`config.mk`:
```
export PLATFORM = sky130hd
export DESIGN_NAME = hec_delineator
export DESIGN_NICKNAME = d
export VERILOG_FILES = /design/src/rtl/hec_delineator.sv
export SDC_FILE = /design/constraint.sdc
export NUM_CORES = 1
export LEC_CHECK = 0
export BUFFER_PORTS_ARGS = -buffer_cell sky130_fd_sc_hd__buf_4
export CORE_ASPECT_RATIO = 1.75
export CORE_MARGIN = 2
export CORE_UTILIZATION = 43
export DETAILED_ROUTE_END_ITERATION = 12
export HOLD_SLACK_MARGIN = 0.02
export PLACE_DENSITY_LB_ADDON = 0.2
export SYNTH_ARGS = -nofsm -noshare
export SYNTH_HDL_FRONTEND = slang
export SYNTH_SLANG_ARGS = --single-unit
```
`constraint.sdc`:
```
create_clock -name clk -period 6.4 [get_ports clk]
set_input_delay 0.96 -clock clk [delete_from_list [all_inputs] [get_ports clk]]
set_output_delay 0.96 -clock clk [all_outputs]
set_load 0.05 [all_outputs]
```
`src/rtl/hec_delineator.sv`:
```
module hec_delineator #(
  parameter int CELL_OCTETS  = 53,
  parameter int PRESYNC_GOOD = 6,
  parameter int SYNC_BAD     = 7
) (
  input  logic       clk,
  input  logic       rst_n,
  input  logic       in_valid,
  input  logic [7:0] in_octet,
  output logic       match_valid,
  output logic [7:0] match_vec,
  output logic [1:0] sync_state,
  output logic [2:0] lock_offset
);
  localparam int WIN   = 40;
  localparam int CNT_W = $clog2(CELL_OCTETS);
  localparam int RUN_MAX = (PRESYNC_GOOD > SYNC_BAD) ? PRESYNC_GOOD : SYNC_BAD;
  localparam int RUN_W = $clog2(RUN_MAX + 1);
  localparam logic [7:0] GEN_LOW  = 8'h07;
  localparam logic [7:0] LEAVE    = 8'h62;
  localparam logic [7:0] COSET    = 8'h55;

  typedef enum logic [1:0] {ST_HUNT = 2'd0, ST_PRE = 2'd1, ST_SYNC = 2'd2} st_t;

  logic [WIN-1:0]   hist_q;
  logic [7:0]       rem_q;
  logic [2:0]       fill_q;
  logic [8:0][7:0]  chain;
  logic [7:0]       lane_hit;
  logic [2:0]       first_lane;
  st_t              st_q;
  logic [CNT_W-1:0] cnt_q;
  logic [RUN_W-1:0] run_q;
  logic             due, hit;

  always_comb begin
    chain[0] = rem_q;
    for (int i = 0; i < 8; i++) begin
      chain[i+1] = {chain[i][6:0], in_octet[7-i]}
                 ^ (chain[i][7] ? GEN_LOW : 8'h00)
                 ^ (hist_q[WIN-1-i] ? LEAVE : 8'h00);
    end
  end

  always_comb begin
    for (int i = 0; i < 8; i++)
      lane_hit[i] = (chain[i+1] == COSET) && ((int'(fill_q) * 8 + i + 1) >= WIN);
  end

  always_comb begin
    first_lane = '0;
    for (int i = 7; i >= 0; i--)
      if (lane_hit[i]) first_lane = 3'(i);
  end

  assign due = in_valid && (st_q != ST_HUNT) && (cnt_q == '0);
  assign hit = lane_hit[lock_offset];
  assign sync_state = st_q;

  always_ff @(posedge clk or negedge rst_n) begin
    if (!rst_n) begin
      hist_q      <= '0;
      rem_q       <= '0;
      fill_q      <= '0;
      match_valid <= 1'b0;
      match_vec   <= '0;
    end else begin
      match_valid <= in_valid;
      match_vec   <= in_valid ? lane_hit : 8'h00;
      if (in_valid) begin
        hist_q <= {hist_q[WIN-9:0], in_octet};
        rem_q  <= chain[8];
        if (fill_q < 3'd5) fill_q <= fill_q + 3'd1;
      end
    end
  end

  always_ff @(posedge clk or negedge rst_n) begin
    if (!rst_n) begin
      st_q        <= ST_HUNT;
      lock_offset <= '0;
      cnt_q       <= '0;
      run_q       <= '0;
    end else if (in_valid) begin
      if (st_q == ST_HUNT) begin
        if (|lane_hit) begin
          st_q        <= ST_PRE;
          lock_offset <= first_lane;
          cnt_q       <= CNT_W'(CELL_OCTETS - 1);
          run_q       <= '0;
        end
      end else if (!due) begin
        cnt_q <= cnt_q - 1'b1;
      end else begin
        cnt_q <= CNT_W'(CELL_OCTETS - 1);
        if (st_q == ST_PRE) begin
          if (!hit) begin
            st_q <= ST_HUNT;
          end else if (run_q == RUN_W'(PRESYNC_GOOD - 1)) begin
            st_q  <= ST_SYNC;
            run_q <= '0;
          end else begin
            run_q <= run_q + 1'b1;
          end
        end else begin
          if (hit) begin
            run_q <= '0;
          end else if (run_q == RUN_W'(SYNC_BAD - 1)) begin
            st_q  <= ST_HUNT;
            run_q <= '0;
          end else begin
            run_q <= run_q + 1'b1;
          end
        end
      end
    end
  end
endmodule

```
* Word-level counts from Yosys, hierarchy flattened
Index checks and enable logic that the tools add are counted. W data, S select, Z words.
Cells by class: muxes and demuxes 46, equal/unequal tests 15, reduce and logical (&&, ||, !) cells 21, magnitude comparators 10, $add $sub $neg 17, bitwise logic cells 16
Operator list (count):
- $mux W3 | 24
- $eq A8 B7 Y1 const B | 8
- $xor A8 B3 Y8 | 8
- $xor A8 B7 Y8 | 8
- $add A7 B1 Y8 const B | 7
- $ge A8 B6 Y1 const B | 7
- $mux W7 | 8
- $ge A32 B7 Y1 const B | 1
- $add A6 B3 Y7 const B | 4
- $mux W6 | 3
- $mux W2 | 8
- $add A6 B2 Y7 const B | 2
- $logic_and A1 B1 Y1 | 10
- $mux W8 | 1
- $reduce_or A8 Y1 | 1
- $add A6 B1 Y7 const B | 1
- $add A3 B1 Y3 const B | 2
- $eq A3 B3 Y1 const B | 2
- $logic_not A6 Y1 | 1
- $ne A3 B1 Y1 const B | 2
- $reduce_and A6 Y1 | 1
- $sub A6 B1 Y6 const B | 1
- $lt A3 B4 Y1 const B | 1
- $reduce_and A2 Y1 | 2
- other kinds (11) | 12
Word-level totals: bits in registers 74, output and inout port bits 14, input bits 11, word-level logic and storage cells 134

* Longest topological paths before layout
Gate-level depths: netlist of the first run.
depth after elaboration 34, mapped depth 12, depth with buffers taken out 11

* Least setup slack after synthesis of the first run
No wires, ideal clock.
path kind input to register, start point in in_octet[5], end point reg run_q[1], library setup time 0.121 ns, arrival 3.432 ns, slack 2.847 ns, stages 11, buffers on the path 1, path through xor3_1 > xor3_1 > xor2_1 > or3_4 > nor4_4 > nor3_1 > a41o_1 > buf_6 > nor2b_4 > nand2_1 > a22o_1
Between the ends: cells in the longest elaborated chain, start to end 20, elaborated cells between the ends (all ways) 34
Ends and longest elaborated chain:
- start, declared | RTL line 9 | input logic [7:0] in_octet,
- $xor A8 B3 Y8 (*) | RTL line 40 | ^ (chain[i][7] ? GEN_LOW : 8'h00)
- $xor A8 B7 Y8 (*) | RTL line 41 | ^ (hist_q[WIN-1-i] ? LEAVE : 8'h00);
- $xor A8 B3 Y8 | RTL line 40
- $xor A8 B7 Y8 | RTL line 41
- $xor A8 B3 Y8 | RTL line 40
- $xor A8 B7 Y8 | RTL line 41
- $xor A8 B3 Y8 | RTL line 40
- $xor A8 B7 Y8 | RTL line 41
- [... 4 more ...]
- $eq A8 B7 Y1 | RTL line 47 | lane_hit[i] = (chain[i+1] == COSET) && ((int'(fill_q) * 8 + i + 1) >= WIN);
- $logic_and A1 B1 Y1 | RTL line 47
- $bmux W1 S3 | RTL line 57 | assign hit = lane_hit[lock_offset];
- $mux W1 (not written as such) | RTL line 57
- $mux W3 | RTL line 106 | if (hit) begin
- $mux W3 | RTL line 96 | if (st_q == ST_PRE) begin
- $mux W3 | RTL line 92 | end else if (!due) begin
- $mux W3 | RTL line 85 | if (st_q == ST_HUNT) begin
- end signal, assigned | RTL line 103 | run_q <= run_q + 1'b1;
- end signal, assigned | RTL line 112 | run_q <= run_q + 1'b1;
- end, declared | RTL line 33 | logic [RUN_W-1:0] run_q;
Mark *: on every way between the ends. The rest lies on a longest branch, timed or not. The select of a mux whose other input is x is not followed. A chain may end at the register's enable or synchronous reset.

* Worst setup path in the final report of the first run
start point reg rem_q[7], end point reg run_q[2]
Between the ends: cells in the longest elaborated chain, start to end 26, elaborated cells between the ends (all ways) 45
Ends and longest elaborated chain:
- start, declared | RTL line 26 | logic [7:0] rem_q;
- start signal, assigned | RTL line 72 | rem_q <= chain[8];
- $mux W3 (*) | RTL line 40
- $xor A8 B3 Y8 (*) | RTL line 40
- $xor A8 B7 Y8 (*) | RTL line 41
- $xor A8 B3 Y8 | RTL line 40
- $xor A8 B7 Y8 | RTL line 41
- $xor A8 B3 Y8 | RTL line 40
- $xor A8 B7 Y8 | RTL line 41
- $xor A8 B3 Y8 | RTL line 40
- [... 10 more ...]
- $eq A8 B7 Y1 | RTL line 47
- $logic_and A1 B1 Y1 | RTL line 47
- $bmux W1 S3 | RTL line 57
- $mux W1 (not written as such) | RTL line 57
- $mux W3 | RTL line 106
- $mux W3 | RTL line 96
- $mux W3 | RTL line 92
- $mux W3 | RTL line 85
Marks and branches as above.

==> out/metrics.cfg, run 1 <==
[sta]
tightestPinTransition_ns = 0.917
timing.max_slew.rel_slack_pct = 38.8
final.setup_skew_ns = 0.00608
worst_hold_slack_ns = 0.494
timing.final.max_slew_violations = 0
report.final.setup_viol = 0
finalHoldViolCount = 0
fmax_mhz = 249
timing.final.crit_period_ns = 4.02
rsz0062_at_grt = false
fin_tns_setup_ns = 0
min_period_over_period_pct = 62.8

[floorplan]
std_cell_rows = 50
start_util_pct = 43.8
die_area_um2 = 11700
dieHeight_um = 141
coreArea_um2 = 10600
die_width_um = 82.5
io_pins = 25

[synth]
yosysWarningCount = 0
synth.ff_latch_count = 74
synth.avg_cell_area_um2 = 11.5
yosys-top-cells-area = sky130_fd_sc_hd__dfrtp_1 (40%), sky130_fd_sc_hd__mux2_2 (10%), sky130_fd_sc_hd__xnor3_1 (6.8%), sky130_fd_sc_hd__xnor2_1 (5.3%), sky130_fd_sc_hd__xor3_1 (3.1%)
synth_area_um2 = 4630
async_reset_ff_share_pct = 100
synthFlopType = sky130_fd_sc_hd__dfrtp_1
synth-edff-count = 0
synth.distinct_cells = 61
synthDominantAreaCellType = sky130_fd_sc_hd__dfrtp_1
netlist.area_leader.share_pct = 40.0
yosysSeqAreaShare_pct = 40.0
post_synthesis_net_count = 416
postSynthCellCount = 402

[worst_setup_path]
worstSetupPathType = reg -> reg
critPathArrivalTime_ns = 4.24
cpPeakStageDelay_ns = 0.77
crit_path_top_delay_cell = sky130_fd_sc_hd__dfrtp_1
reg2reg_setup_slack_ns = 2.38
crit_path_start_kind = register
worstPathMaxFanout = 11
cp-end-kind = register
crit_required_ns = 6.62
timing.critical_path.cells = xnor3_2 -> xor2_1 -> xnor2_1 -> or4_1 -> a21oi_1 -> o311a_1 -> o21ai_1 -> mux2_1 -> a41oi_1 -> nor2_1

[clocking]
setup_fix_buffers_added_after_clock_tree_synthesis = 0
tritoncts_num_sinks = 74
clock_tree.htree_level_count = 3
ctsResizeCount = 0
cts_made_buffers = 9
cell_at_the_root_of_the_clock_tree = sky130_fd_sc_hd__clkbuf_16
clock_insertion_delay_worst_skew_ns = 0.34
cts.path.max_buffers = 2
hold_buffers = 0
tritoncts_clock_tree = done
clkTransAtPathRegs_ns = 0.06

[pwr]
total_power_w = 0.00338
power.internal_w = 0.00202
pwr-share-seq_pct = 23.0
share_of_power_burned_in_combinational_logic_pct = 58.1
pwr-share-clk_pct = 18.9
power.share.switching_pct = 40.1
power-per-cell-area_nw_per_um2 = 645
power.switching_w = 0.00135
total_leakage_power_nw = 2.34
peakVddDrop_uv = 262

[global_route]
congestion_overflow_gr = 0
grt_start_max_net_pins = 75
first_global_vias = 3088
grt_first_pass_wirelength_um = 15700
met2_usage_pct = 30.3
grt_use_met1_pct = 21.7
antenna_found_initial = 0
grt_usage_pct = 18.0
globalRouteMet3Util_pct = 2.93
busiest_layer = met2

[hold_path]
hold_path.class = reg -> reg

[placed_design]
place_congestion = 0.866
post-dp-hpwl_um = 6920
port-buffer-count = 24

[finish]
most_common_cell_after_layout_fill_and_taps_aside = sky130_fd_sc_hd__dfrtp_1
antenna-diode-count = 0
area_growth_pct = 13.0
mostFrequentLayoutCells = sky130_fd_sc_hd__dfrtp_1 (74), sky130_fd_sc_hd__mux2_2 (43), sky130_fd_sc_hd__xnor2_1 (28)
fin_nets = 428
share_of_cells_above_drive_strength_1_pct = 24.1
layout.filler_cells = 956

[drt]
detail-route-antenna-nets = 0
detail_route.first_pass.iterations = 4
drt_first_iter_violations = 213
wire_per_inst_um = 17.3
routed_via_density = 5.55
totalWireLength_um = 9520
vias = 3047
drc = 0

[flow_run]
maxCapViolations = 0

[status]
status = completed

## state kept, by name, indices dropped and copies added, names as in the netlist
register     count
cnt_q            6
fill_q           3
hist_q          40
lock_offset      3
match_valid      1
match_vec        8
rem_q            8
run_q            3
sync_state       2
## metrics by stage
stage / util (%) / std cells / area, um2 / worst slack (ns)
after global routing: 49.5 / 549 / 5240 / 2.11
after detailed placement: 45.9 / 533 / 4850 / 2.28
final: 49.5 / 549 / 5240 / 2.38
after floorplan: - / 402 / 4630 / 2.85
after CTS: 49.5 / 549 / 5240 / 2.37
after global placement: 45.9 / 533 / 4850 / 2.36
## routing by layer
| metal | share of wire [%] | vias to the layer above | wire (um) |
|---|---|---|---|
| li1 | - | 1456 | - |
| met1 | 39 | 1509 | 3760 |
| met2 | 54 | 62 | 5170 |
| met3 | 3.0 | 20 | 285 |
| met4 | 3.1 | 0 | 297 |
| met5 | 0 | - | 0 |
## cell families after synthesis
group,synth area share (%)
simple gates,13.3
flops,40.0
xor+xnor,21.1
compound gates,8.96
mux,12.3
buf+inv,3.64
fa+ha+maj,0.810
## synth_stat cells (9+ instances only)
cell	number
sky130_fd_sc_hd__clkbuf_1	11
sky130_fd_sc_hd__xnor3_1	14
sky130_fd_sc_hd__xor2_1	15
sky130_fd_sc_hd__a21oi_1	9
sky130_fd_sc_hd__nor2_1	25
sky130_fd_sc_hd__nor3_1	13
sky130_fd_sc_hd__dfrtp_1	74
sky130_fd_sc_hd__mux2_2	43
sky130_fd_sc_hd__inv_1	11
sky130_fd_sc_hd__nand2_1	20
sky130_fd_sc_hd__o21ai_0	11
sky130_fd_sc_hd__xnor2_1	28
## critical path, delay by kind of cell (launching register included)
family           cells  cell delay (ns)
XOR/XNOR             3             1.15
multiplexers         1             0.40
flip-flops           1             0.77
AND/OR/NAND/NOR      2             0.56
AO/OA/AOI/OAI        4             1.01
## worst paths after layout
kind | from | endpoint | depth (start not counted)
min in group asynchronous | rst_n | match_vec[6] | 1
max in group asynchronous | rst_n | hist_q[12] | 1
max | rem_q[7] | run_q[2] | 10
min reg2reg | hist_q[25] | hist_q[33] | 2
max reg2reg | rem_q[7] | run_q[2] | 10
min | hist_q[25] | hist_q[33] | 2
## power by group through the flow
stage               Clock [W]  Sequential (W)  Combinational (W)
floorplan                   0        0.000694            0.00168
global placement            0        0.000778            0.00195
detailed placement          0        0.000784            0.00197
CTS                  0.000658        0.000776            0.00198
global route         0.000669        0.000801            0.00212
finish               0.000638        0.000776            0.00196
## cell type report
cell class                 instances  area, um2  share of cell area, %
multi-input combinational        294       2610                   49.9
sequential                        74       1850                   35.4
clock buffer                      12        267                   5.09
timing repair buffer              24        180                   3.44
tap                              130        163                   3.11
clock inverter                     4        120                   2.29
inverter                          11       41.3                  0.789
(Power assumes the default switching activity.)
==> run 2: changes to the inputs <==
- clock period: 6.4 -> 3.3 ns (I/O delays scaled with it)
==> out/metrics.cfg, run 2 (synthesized netlist as in run 1, its figures left out) <==
[drt]
detail_route.first_pass.iterations = 4
totalWireLength_um = 10500
drc = 0
routed_via_density = 5.42
drt_first_iter_violations = 207
wire_per_inst_um = 17.4
vias = 3272
detail-route-antenna-nets = 0

[finish]
layout.core_utilization_pct = 54.1
fin_nets = 484
mostFrequentLayoutCells = sky130_fd_sc_hd__buf_4 (76), sky130_fd_sc_hd__dfrtp_1 (73), sky130_fd_sc_hd__mux2_2 (43)
biggestRegsByFlops = hist_q x40, match_vec x8, rem_q x8
design_area_um2 = 5720
largest_reg_flops = 40
largest_register = hist_q
antenna-diode-count = 0
most_common_cell_after_layout_fill_and_taps_aside = sky130_fd_sc_hd__buf_4
area_growth_pct = 23.3
share_of_cells_above_drive_strength_1_pct = 37.1
instances_no_fill = 604

[placed_design]
place_inst = 581
post-dp-hpwl_um = 7670
detailed_place.area_um2 = 5210
place_congestion = 0.839
port-buffer-count = 24

[worst_setup_path]
worstSetupPathType = reg -> reg
crit_required_ns = 3.54
worstPathMaxFanout = 6
cp-end-kind = register
crit_path_start_kind = register
critPathArrivalTime_ns = 3.46

[floorplan]
dieHeight_um = 141
die_width_um = 82.5
io_pins = 25
std_cell_rows = 50
coreArea_um2 = 10600
die_area_um2 = 11700
start_util_pct = 43.8

[global_route]
antenna_found_initial = 0
grt_first_pass_wirelength_um = 16400
first_global_vias = 3280
grt_usage_pct = 19.1
grt_start_max_net_pins = 75
congestion_overflow_gr = 0

[clocking]
tritoncts_num_sinks = 74
tritoncts_clock_tree = done
clock_tree.htree_level_count = 3
clock_insertion_delay_worst_skew_ns = 0.34
cts.path.max_buffers = 2
cell_at_the_root_of_the_clock_tree = sky130_fd_sc_hd__clkbuf_16
hold_buffers = 0
clkTransAtPathRegs_ns = 0.05
cts_made_buffers = 9

[sta]
finalHoldViolCount = 0
timing.max_slew.rel_slack_pct = 38.4
final.setup_skew_ns = 0.00741
report.final.setup_viol = 0
tightestPinTransition_ns = 0.925
min_period_over_period_pct = 97.5
worst_hold_slack_ns = 0.276
timing.final.max_slew_violations = 0
fmax_mhz = 311
timing.final.crit_period_ns = 3.22

[flow_run]
maxCapViolations = 0

[hold_path]
hold_path.class = in -> async

[status]
status = completed

## run 2: what timing repair did
item / 4_1_cts / 5_1_grt
buffers inserted: 0 / 7
setup endpoints to repair: 7 / 10
cloned: 0 / 1
pin swaps: 0 / 10
resized for setup: 4 / 30
## run 2: layout make-up
cell class | instances | area (um2)
sequential | 74 | 1850
tap | 130 | 163
clock inverter | 2 | 12.5
clock buffer | 13 | 260
inverter | 11 | 41.3
fill | 944 | 4860
multi-input combinational | 294 | 2780
timing repair buffer | 80 | 609
## run 2: path summary, 6_finish.rpt
kind                                  start       endpoint  slack [ns]  cells after the start
worst max-delay path               rem_q[5]  sync_state[1]        0.08                     13
worst min-delay path                  rst_n   match_vec[7]        0.28                      1
worst max register to register     rem_q[5]  sync_state[1]        0.08                     13
worst min register to register   hist_q[25]     hist_q[33]        0.49                      2
max in group asynchronous             rst_n     hist_q[38]        2.34                      1
min in group clk                in_octet[0]      hist_q[0]        0.42                      2
## run 2: critical path, cell delays in order (launching register included)
cell                        delay [ns]
sky130_fd_sc_hd__dfrtp_1          0.36
sky130_fd_sc_hd__buf_6            0.13
sky130_fd_sc_hd__xor3_2           0.51
sky130_fd_sc_hd__buf_6            0.18
sky130_fd_sc_hd__xnor2_4          0.21
sky130_fd_sc_hd__nand3_2          0.12
sky130_fd_sc_hd__a2111oi_4        0.41
sky130_fd_sc_hd__buf_4            0.21
sky130_fd_sc_hd__or3_4            0.13
sky130_fd_sc_hd__nor3_1           0.05
sky130_fd_sc_hd__a41o_2           0.29
sky130_fd_sc_hd__nor2b_4          0.20
sky130_fd_sc_hd__a41oi_2          0.13
sky130_fd_sc_hd__o21ai_1          0.20
## run 2: per-stage QoR
step                setup WS [ns]  setup TNS (ns)
finish                     0.0833               0
detailed placement         -0.144          -0.632
CTS                      0.000203               0
floorplan                   0.211               0
global placement          -0.0643          -0.276
global route              -0.0360          -0.100
## run 2: per-layer routing
| layer | global-route usage [%] | share of wire, % | up-vias |
|---|---|---|---|
| met4 | 9.74 | 2.9 | 0 |
| met3 | 3.18 | 2.5 | 17 |
| met5 | 0 | 0 | - |
| li1 | - | - | 1560 |
| met1 | 22.1 | 39 | 1652 |
| met2 | 32.8 | 55 | 43 |
Power of run 2 is not shown: default switching activity piles up to over one toggle a cycle in this logic, so the estimate is an artifact.
